File: src/rtl/pcpwm_pkg.sv
package pcpwm_pkg;

  localparam int unsigned CNT_W  = 8;
  localparam int unsigned PSEL_W = 3;
  localparam int unsigned DIV_W  = 10;

  typedef enum logic [PSEL_W-1:0] {
    PS_STOP  = 3'd0,
    PS_D1    = 3'd1,
    PS_D8    = 3'd2,
    PS_D32   = 3'd3,
    PS_D64   = 3'd4,
    PS_D128  = 3'd5,
    PS_D256  = 3'd6,
    PS_D1024 = 3'd7
  } psel_e;

  typedef struct packed {
    logic cmp;
    logic ovf;
  } flag_t;

  // Terminal divider count (N - 1) for a select code.
  function automatic logic [15:0] div_limit(input logic [PSEL_W-1:0] sel);
    case (psel_e'(sel))
      PS_D8:    div_limit = 16'd7;
      PS_D32:   div_limit = 16'd31;
      PS_D64:   div_limit = 16'd63;
      PS_D128:  div_limit = 16'd127;
      PS_D256:  div_limit = 16'd255;
      PS_D1024: div_limit = 16'd1023;
      default:  div_limit = 16'd0;
    endcase
  endfunction

endpackage

File: src/rtl/pcpwm_rst_sync.sv
module pcpwm_rst_sync (
  input  logic clk,
  input  logic rst_n,
  output logic rst_sync_n
);

  logic [1:0] sync_q;

  always_ff @(posedge clk or negedge rst_n) begin
    if (!rst_n) sync_q <= 2'b00;
    else        sync_q <= {sync_q[0], 1'b1};
  end

  assign rst_sync_n = sync_q[1];

endmodule

File: src/rtl/pcpwm_prescaler.sv
module pcpwm_prescaler
  import pcpwm_pkg::*;
#(
  parameter int unsigned SEL_W = PSEL_W,
  parameter int unsigned DW    = DIV_W
) (
  input  logic             clk,
  input  logic             rst_n,
  input  logic             sel_we,
  input  logic [SEL_W-1:0] sel_wdata,
  output logic [SEL_W-1:0] sel_q,
  output logic             tick
);

  logic [DW-1:0]    div_q, div_d, lim;
  logic [SEL_W-1:0] sel_d;
  logic             restart;

  always_comb begin
    lim     = DW'(div_limit(sel_q));
    restart = sel_we && (sel_wdata != sel_q);
    tick    = (sel_q != '0) && (div_q == lim);
    sel_d   = sel_we ? sel_wdata : sel_q;
    if (restart || sel_q == '0 || tick) div_d = '0;
    else                                div_d = div_q + 1'b1;
  end

  always_ff @(posedge clk or negedge rst_n) begin
    if (!rst_n) begin
      div_q <= '0;
      sel_q <= '0;
    end else begin
      div_q <= div_d;
      sel_q <= sel_d;
    end
  end

endmodule

File: src/rtl/pcpwm_updown_cnt.sv
module pcpwm_updown_cnt #(
  parameter int unsigned W = 8
) (
  input  logic         clk,
  input  logic         rst_n,
  input  logic         tick,
  input  logic         ld_we,
  input  logic [W-1:0] ld_data,
  output logic [W-1:0] cnt_q,
  output logic [W-1:0] nxt,
  output logic         step_up,
  output logic         adv,
  output logic         go_up_q
);

  localparam logic [W-1:0] TOPV = {W{1'b1}};

  logic [W-1:0] cnt_d;
  logic         go_up_d;

  always_comb begin
    step_up = (cnt_q == '0) || (go_up_q && (cnt_q != TOPV));
    nxt     = step_up ? cnt_q + 1'b1 : cnt_q - 1'b1;
    adv     = tick && !ld_we;
    if (ld_we)    cnt_d = ld_data;
    else if (adv) cnt_d = nxt;
    else          cnt_d = cnt_q;
    go_up_d = adv ? step_up : go_up_q;
  end

  always_ff @(posedge clk or negedge rst_n) begin
    if (!rst_n) begin
      cnt_q   <= '0;
      go_up_q <= 1'b1;
    end else begin
      cnt_q   <= cnt_d;
      go_up_q <= go_up_d;
    end
  end

endmodule

File: src/rtl/pcpwm_wavegen.sv
module pcpwm_wavegen #(
  parameter int unsigned W = 8
) (
  input  logic         clk,
  input  logic         rst_n,
  input  logic         adv,
  input  logic [W-1:0] nxt,
  input  logic         step_up,
  input  logic         buf_we,
  input  logic [W-1:0] buf_wdata,
  input  logic         inv,
  output logic [W-1:0] ocr_act_q,
  output logic         match,
  output logic         bottom,
  output logic         pwm
);

  localparam logic [W-1:0] TOPV = {W{1'b1}};

  logic [W-1:0] ocr_buf_q, ocr_buf_d, ocr_act_d;
  logic         lvl_q, lvl_d, top, wave;

  always_comb begin
    match     = adv && (nxt == ocr_act_q);
    bottom    = adv && (nxt == '0);
    top       = adv && (nxt == TOPV);
    ocr_buf_d = buf_we ? buf_wdata : ocr_buf_q;
    ocr_act_d = top ? ocr_buf_q : ocr_act_q;
    if (bottom)     lvl_d = 1'b0;
    else if (match) lvl_d = step_up;
    else            lvl_d = lvl_q;
  end

  always_comb begin
    if (ocr_act_q == '0)        wave = 1'b0;
    else if (ocr_act_q == TOPV) wave = 1'b1;
    else                        wave = lvl_q;
    pwm = wave ^ inv;
  end

  always_ff @(posedge clk or negedge rst_n) begin
    if (!rst_n) begin
      ocr_buf_q <= '0;
      ocr_act_q <= '0;
      lvl_q     <= 1'b0;
    end else begin
      ocr_buf_q <= ocr_buf_d;
      ocr_act_q <= ocr_act_d;
      lvl_q     <= lvl_d;
    end
  end

endmodule

File: src/rtl/pcpwm_timer.sv
module pcpwm_timer
  import pcpwm_pkg::*;
#(
  parameter int unsigned W     = CNT_W,
  parameter int unsigned SEL_W = PSEL_W,
  parameter int unsigned DW    = DIV_W
) (
  input  logic             clk,
  input  logic             rst_n,
  input  logic             cmp_we,
  input  logic [W-1:0]     cmp_wdata,
  input  logic             ctl_we,
  input  logic [SEL_W-1:0] ctl_psel,
  input  logic             ctl_inv,
  input  logic             cnt_we,
  input  logic [W-1:0]     cnt_wdata,
  input  logic             flg_clr_we,
  input  logic [1:0]       flg_clr,
  output logic [W-1:0]     cnt_q,
  output logic             ovf_flag,
  output logic             cmp_flag,
  output logic             pwm_out
);

  logic             rst_sync_n;
  logic [SEL_W-1:0] psel;
  logic             tick, adv, step_up, go_up, match, bottom;
  logic [W-1:0]     nxt, ocr_act;
  logic             ctl_inv_q, ctl_inv_d;
  flag_t            flags_q, flags_d, flag_set, flag_clr_v;

  pcpwm_rst_sync u_rst (
    .clk        (clk),
    .rst_n      (rst_n),
    .rst_sync_n (rst_sync_n)
  );

  pcpwm_prescaler #(.SEL_W(SEL_W), .DW(DW)) u_psc (
    .clk       (clk),
    .rst_n     (rst_sync_n),
    .sel_we    (ctl_we),
    .sel_wdata (ctl_psel),
    .sel_q     (psel),
    .tick      (tick)
  );

  pcpwm_updown_cnt #(.W(W)) u_cnt (
    .clk     (clk),
    .rst_n   (rst_sync_n),
    .tick    (tick),
    .ld_we   (cnt_we),
    .ld_data (cnt_wdata),
    .cnt_q   (cnt_q),
    .nxt     (nxt),
    .step_up (step_up),
    .adv     (adv),
    .go_up_q (go_up)
  );

  pcpwm_wavegen #(.W(W)) u_wave (
    .clk       (clk),
    .rst_n     (rst_sync_n),
    .adv       (adv),
    .nxt       (nxt),
    .step_up   (step_up),
    .buf_we    (cmp_we),
    .buf_wdata (cmp_wdata),
    .inv       (ctl_inv_q),
    .ocr_act_q (ocr_act),
    .match     (match),
    .bottom    (bottom),
    .pwm       (pwm_out)
  );

  always_comb begin
    ctl_inv_d      = ctl_we ? ctl_inv : ctl_inv_q;
    flag_set.ovf   = bottom;
    flag_set.cmp   = match;
    flag_clr_v.ovf = flg_clr_we && flg_clr[0];
    flag_clr_v.cmp = flg_clr_we && flg_clr[1];
    flags_d        = (flags_q & ~flag_clr_v) | flag_set;
  end

  always_ff @(posedge clk or negedge rst_sync_n) begin
    if (!rst_sync_n) begin
      ctl_inv_q <= 1'b0;
      flags_q   <= '0;
    end else begin
      ctl_inv_q <= ctl_inv_d;
      flags_q   <= flags_d;
    end
  end

  assign ovf_flag = flags_q.ovf;
  assign cmp_flag = flags_q.cmp;

endmodule

File: config.mk
export PLATFORM = sky130hd
export DESIGN_NAME = pcpwm_timer
export DESIGN_NICKNAME = d
export VERILOG_FILES = /design/src/rtl/pcpwm_pkg.sv /design/src/rtl/pcpwm_rst_sync.sv /design/src/rtl/pcpwm_prescaler.sv /design/src/rtl/pcpwm_updown_cnt.sv /design/src/rtl/pcpwm_wavegen.sv /design/src/rtl/pcpwm_timer.sv
export SDC_FILE = /design/constraint.sdc
export NUM_CORES = 1
export LEC_CHECK = 0
export BUFFER_PORTS_ARGS = -buffer_cell sky130_fd_sc_hd__buf_2
export CORE_AREA = 5 5 74 76
export CTS_CLUSTER_DIAMETER = 200
export DETAILED_ROUTE_END_ITERATION = 6
export DIE_AREA = 0 0 79 81
export HOLD_SLACK_MARGIN = 0.02
export PLACE_DENSITY_LB_ADDON = 0.08
export SLEW_MARGIN = 20
export SYNTH_ARGS = -nofsm -noshare
export SYNTH_HDL_FRONTEND = slang
export SYNTH_SLANG_ARGS = --single-unit
File: constraint.sdc
create_clock -name clk -period 1.7 [get_ports clk]
set_input_delay 0.17 -clock clk [delete_from_list [all_inputs] [get_ports clk]]
set_output_delay 0.17 -clock clk [all_outputs]
set_load 0.005 [all_outputs]
==> results of run 1 <==
## logic make-up (layout without fill, tap and decap cells)
group / Yosys count / count (layout) / synth area share (%)
other: 1 / 1 / 0.1490
xor gates and xnor gates: 27 / 27 / 11.63
adders and majority gates: 10 / 10 / 5.269
AOI/OAI and AO/OA: 40 / 41 / 9.941
DFF: 44 / 44 / 43.79
muxes: 26 / 26 / 11.38
and+or+nand+nor: 79 / 79 / 15.21
buffers and inverters: 15 / 132 / 2.634
## report_power, final
group          leakage, nW  total [mW]  internal (mW)  switching (mW)
Sequential           0.559        1.22           1.14          0.0820
Clock               0.0552       0.789          0.436           0.353
Combinational         1.19        3.35           1.84            1.51
Total                 1.81        5.36           3.42            1.95
## worst reg2reg max path, delay by kind of cell (launching register included)
family	cells	cell delay (ns)
AOI/OAI and AO/OA	2	0.56
xor gates and xnor gates	1	0.20
adders and majority gates	1	0.24
buffers and inverters	2	0.26
DFF	1	0.44
muxes	1	0.35
and+or+nand+nor	6	0.95
## timing repair
item	in CTS	in global routing
pin swaps	27	19
endpoints found under the setup margin	31	31
hold buffers	1	0
cloned	2	0
setup buffers	12	8
resized for setup	48	17
hold endpoints to repair	2	0
## cells in the final DEF (no fill, tap or decap), drive strengths merged, types with 8 or more instances in the layout
cell / instances
xor2: 8
buf: 116
o21ai: 14
xnor2: 15
a21oi: 12
nand2: 24
nor2: 23
mux2: 21
nand4: 8
ha: 9
dfrtp: 43
## metrics by stage
stage,hold slack (ns),TNS [ns],instances
floorplan,-0.1256,-19.40,242
finish,0.07817,-27.12,414
global route,0.08814,-30.09,414
global placement,-0.04435,-24.05,386
CTS,0.08135,-24.86,407
detailed placement,-0.04449,-25.14,386
## path summary, 6_finish.rpt
path	slack, ns	start	to	cells after the start
min in group asynchronous	0.19	rst_n	u_rst.sync_q[1]$_DFF_PN0_	2
worst min-delay path	0.08	cnt_wdata[7]	u_cnt.cnt_q[7]$_DFFE_PN0P_	3
max in group asynchronous	1.15	u_rst.sync_q[1]$_DFF_PN0_	u_cnt.go_up_q$_DFFE_PN1P_	1
worst max register to register	-1.40	u_cnt.cnt_q[4]$_DFFE_PN0P_	u_wave.lvl_q$_DFFE_PN0P_	13
worst max-delay path	-1.40	u_cnt.cnt_q[4]$_DFFE_PN0P_	u_wave.lvl_q$_DFFE_PN0P_	13
worst min register to register	0.24	u_rst.sync_q[1]$_DFF_PN0_	u_wave.ocr_buf_q[1]$_DFFE_PN0P_	1
## layer usage
layer / GRT usage (%) / routed length, um / up-vias
met3: 4.656 / 409 / 27
met4: 11.00 / 255 / 0
met5: 0 / 0 / -
met2: 45.88 / 4219 / 70
met1: 25.90 / 2864 / 1207
li1: - / - / 1098
## final cells by class
cell class                 count  area (sq um)
inverter                       7         33.78
clock buffer                   6         72.57
fill                         263         718.2
timing repair buffer         117         877.1
sequential                    44          1106
clock inverter                 2         35.03
multi-input combinational    184          1750
tap                           54         67.56
## registers in the layout (all words and copies together) (netlist names)
register          flops
cmp_flag              1
u_wave.ocr_act_q      8
ovf_flag              1
u_cnt.cnt_q           8
u_psc.div_q          10
u_wave.ocr_buf_q      8
u_rst.sync_q          2
u_psc.sel_q           3
ctl_inv_q             1
u_wave.lvl_q          1
u_cnt.go_up_q         1
==> metrics.txt, run 1 <==
status complete, but fails checks; failing checks setup timing; Synth area leader dfrtp_1; P&R area growth vs syn 56.61%; critical path capture point type flop; worst min path class input port to flop; fin crit share 182.5%; Cell Area, Placed around 3300 sq um; pre-CTS setup slack -1.334 ns; core area 4661 sq um; Worst path slowest cell dfrtp_1; crit path DAT ~3.3 ns; Final Max Slew Viols 0; first-pass GRT wire length 11740 um; Yosys cell types 42; Die Y 81 um; n_diodes 0; share of layout cells above drive strength 1 between 50 and 60%; cell family with most CP delay simple AND/OR/NAND/NOR gates; Final Net Count about 400; largest net degree at the start of global routing 24; Worst Clk Skew approximately 0.0043 ns; Antenna Nets Post-Route 0; max-cap viol count 0; top post-synthesis cells by count dfrtp_1 (43), nand2_1 (24), nor2_1 (23); Via Count 2402; Final GP Congestion about 0.83; crit path cell chain nor4_4, nand2_1, nand2_2, inv_6, ha_4, a211oi_4, nor2_2, a221oi_2, buf_4, xnor3_1, nand4_1, mux2_2, and2_1; CTS sink cnt 44; Main synth FF type dfrtp_1; flop and latch count out of synthesis 44; Final HPWL DP ~4600 um; Initial DRC Count 150; Design Area, Final around 3900 sq um; Post-Synthesis Cells between 200 and 250; PortBufs 38; Crit path required time 1.90 ns; initial antenna violation count 0; io pins 39; Leak 1.809 nW; clock tree buffer depth 2; vias in the first global route 2515; Worst-Skew Late Latency about 0.3 ns; CP max stage delay roughly 0.44 ns; top fanout value on the critical path 8; register area share after synthesis 43.79%; WL/cell about 19 um; CTS clk-pin slew, worst paths about 0.080 ns; asr flop ratio synth 100.0%; Post-synth EDFFs 0; Finished Core Util between 80 and 90%; top cell type's share of synthesized area around 43%; mapped cell area roughly 2500 sq um; Fmax achieved around 320 MHz; final worst setup slack -1.403 ns; Starting Density between 50% and 60%; Final setup viols 31; total global-route track usage between 20% and 30%; CTS HTree Levels 2; crit path kind flop to flop; CP Launch Type flop; maximum vdd drop approximately 840 uV; Pwr per Cell Area roughly 1400 nW/um^2; Avg Vias per Cell approximately 5.8; DRC 0; Slew HR around 44%; most numerous cell in the Yosys netlist dfrtp_1; Synth warnings 0; GR Overflow Total 0; Tmin final between 3 and 4 ns; syn avg cell area 10.40 sq um; Num CTS Buffers 5; full die area around 6400 sq um; post-synth net total 280; TritonCTS clock tree yes; row cnt 25; Slew @ Worst Pin a little over 0.8 ns; Buf/Inv on CP 2; Hold Vio Cnt, Final 0; RSZ-0062 raised after global routing true; Total Wirelength just under 8000 um; router iterations before antenna repair 5; synth top area cells dfrtp_1 (43%), mux2_2 (9.4%), xnor2_1 (5.2%); clk root buf clkbuf_8; die width about 79 um; overall power consumption around 5.4 mW
No activity file was read; power rests on OpenSTA's default activity.
==> inputs of run 2 (changes only) <==
--- a/config.mk
+++ b/config.mk
@@ -12,6 +12,7 @@
 export DIE_AREA = 0 0 79 81
 export HOLD_SLACK_MARGIN = 0.02
 export PLACE_DENSITY_LB_ADDON = 0.08
+export SKIP_CTS_REPAIR_TIMING = 1
 export SLEW_MARGIN = 20
 export SYNTH_ARGS = -nofsm -noshare
 export SYNTH_HDL_FRONTEND = slang
==> run 2 against run 1 <==
Effect of this change: the flow still finishes with violations (setup timing); sequential share of layout area grew 1.5 points; via count shrank 4.8%; clock skew grew 0.00051 ns; largest power group unchanged.
==> metrics.txt, run 2 (synthesized netlist as in run 1, its figures left out) <==
hold_ws 0.07936 ns (+0.001191 ns); Tmin final 3.097 ns (-0.006200 ns); clock tree buffer depth 2 (unchanged); crit path DAT 3.28 ns (-0.02 ns); max-cap viol count 0 (unchanged); leading cell type in the layout, fill and taps excluded buf_4; worst min path class input port to flop; Final GP Congestion 0.8336 (unchanged); largest net degree at the start of global routing 24 (unchanged); core area 4661 sq um (unchanged); Hold Vio Cnt, Final 0 (unchanged); status complete, but fails checks; top fanout value on the critical path 8 (unchanged); placed cells 386 (unchanged); Die Y 81 um (unchanged); Worst R2R End u_wave.ocr_act_q[6]$_DFFE_PN0P_; Crit path required time 1.88 ns (-0.02 ns); clk root buf clkbuf_8; Cell Area, Placed 3322 sq um (unchanged); Slew HR 51.21% (+7.0 points); Final HPWL DP 4642 um (unchanged); Num CTS Buffers 5 (unchanged); Antenna Nets Post-Route 0 (unchanged); critical path capture point type flop; Avg Vias per Cell 5.633 (-2.9%); PortBufs 38 (unchanged); Worst Clk Skew 0.004771 ns (+0.0005078 ns); RSZ-0062 raised after global routing true; Clock power frac 16.4% (+1.7 points); final worst setup slack -1.397 ns (+0.006200 ns); fillers 300 (+14%); sequential power share 25.5% (+2.8 points); initial antenna violation count 0 (unchanged); Design Area, Final 3751 sq um (-4.9%); share of layout cells above drive strength 1 53.69% (-3.5 points); failing checks setup timing; DRC 0 (unchanged); row cnt 25 (unchanged); Largest register FFs 10 (unchanged); P&R area growth vs syn 49.01%; switching part of the total 34.90% (-1.4 points); register area 1107 sq um (+0.11%); Pwr per Cell Area 1262 nW/um^2 (-7.2%); Via Count 2287 (-4.8%); CTS HTree Levels 2 (unchanged); full die area 6399 sq um (unchanged); Final Net Count 389 (-2.0%); Finished Core Util 80.48% (-4.1 points); Starting Density 54.01% (unchanged); n_diodes 0 (unchanged); WL/cell 16.94 um (-9.5%); net switching power 1.653 mW (-15%); fin cells 406 (-1.9%); CP Launch Type flop; Worst-Skew Late Latency 0.29 ns (about the same); fin crit share 182.2% (-0.36 points); router iterations before antenna repair 4 (-1); Multi-input gate area 1672 sq um (-4.5%); total global-route track usage 20.00% (-4.2 points); r2r worst-path depth 14 (+1); Comb pwr share 58.0% (-4.6 points); Slew @ Worst Pin 0.7242 ns (-0.1038 ns); reg-to-reg slack, setup -1.40 ns (about the same); Fmax achieved 322.9 MHz (+0.20%); vias in the first global route 2195 (-13%); io pins 39 (unchanged); Initial DRC Count 88 (-41%); Final Max Slew Viols 0 (unchanged); worst hold endpoint u_cnt.cnt_q[6]$_DFFE_PN0P_; crit path kind flop to flop; die width 79 um (unchanged); Reg-to-Reg Start u_cnt.cnt_q[1]$_DFFE_PN0P_; Top reg by flops u_psc.div_q; Hold Path Depth 3 (unchanged); Total Wirelength 6877 um (-11%); first-pass GRT wire length 9956 um (-15%); CTS sink cnt 44 (unchanged); maximum vdd drop 733.4 uV (-13%); min-delay src cnt_wdata[6]; GR Overflow Total 0 (unchanged); TritonCTS clock tree yes; Final setup viols 31 (unchanged); cell internal pwr 3.082 mW (-9.8%); commonest cells after routing, fill and taps aside buf_4 (64), dfrtp_1 (39), buf_2 (38); CTS clk-pin slew, worst paths 0.08 ns (about the same); Leak 1.762 nW (-2.6%)
[run 2: worst max-delay path, stage by stage (launching register included)]
cell and delay (ns):
dfrtp_2 0.44, nor4_4 0.32, nand2_1 0.11, nand2_2 0.12
inv_6 0.07, ha_4 0.23, a211oi_4 0.26, nor2_2 0.08
buf_4 0.15, a221oi_4 0.27, buf_6 0.15, xnor2_4 0.07
nor3_4 0.21, buf_12 0.15, mux2_2 0.33
[run 2: routing by layer]
layer	GRT usage (%)	routed length, um
met5	0	0
met4	7.732	245
met2	36.70	3692
met1	23.39	2695
met3	3.326	243
[run 2: metrics by stage]
stage / TNS [ns] / total power [mW] / setup WS, ns
floorplan: -19.40 / 2.479 / -1.198
global placement: -24.05 / 3.353 / -1.286
detailed placement: -25.14 / 3.384 / -1.334
CTS: -26.48 / 4.188 / -1.378
global route: -28.98 / 5.015 / -1.539
finish: -25.28 / 4.735 / -1.397
[run 2: worst max path at each step]
stage,startpoint,end,slack (ns),cells after the start
after floorplan,u_cnt.cnt_q[0]$_DFFE_PN0P_,u_wave.ocr_act_q[0]$_DFFE_PN0P_,-1.20,12
after global placement,u_cnt.cnt_q[3]$_DFFE_PN0P_,u_wave.ocr_act_q[6]$_DFFE_PN0P_,-1.29,13
after detailed placement,u_cnt.cnt_q[3]$_DFFE_PN0P_,u_wave.ocr_act_q[6]$_DFFE_PN0P_,-1.33,13
final,u_cnt.cnt_q[1]$_DFFE_PN0P_,u_wave.ocr_act_q[6]$_DFFE_PN0P_,-1.40,14
after CTS,u_cnt.cnt_q[3]$_DFFE_PN0P_,u_wave.ocr_act_q[6]$_DFFE_PN0P_,-1.38,13
after global routing,u_cnt.cnt_q[1]$_DFFE_PN0P_,u_wave.ocr_act_q[6]$_DFFE_PN0P_,-1.54,14
[run 2: layout make-up]
class                   instances  area share, %
clock inverters                 2         0.9340
flip-flops and latches         44          29.52
repair buffers                109          20.41
well taps                      54          1.801
clock buffers                   6          1.935
multi-input cells             184          44.56
inverters                       7         0.8339
[run 2: power by group through the flow]
stage | clock, mW | sequential (mW) | combinational (mW)
floorplan | 0 | 1.23 | 1.25
global placement | 0 | 1.21 | 2.14
detailed placement | 0 | 1.22 | 2.17
CTS | 0.795 | 1.19 | 2.20
global route | 0.850 | 1.22 | 2.95
finish | 0.778 | 1.21 | 2.75
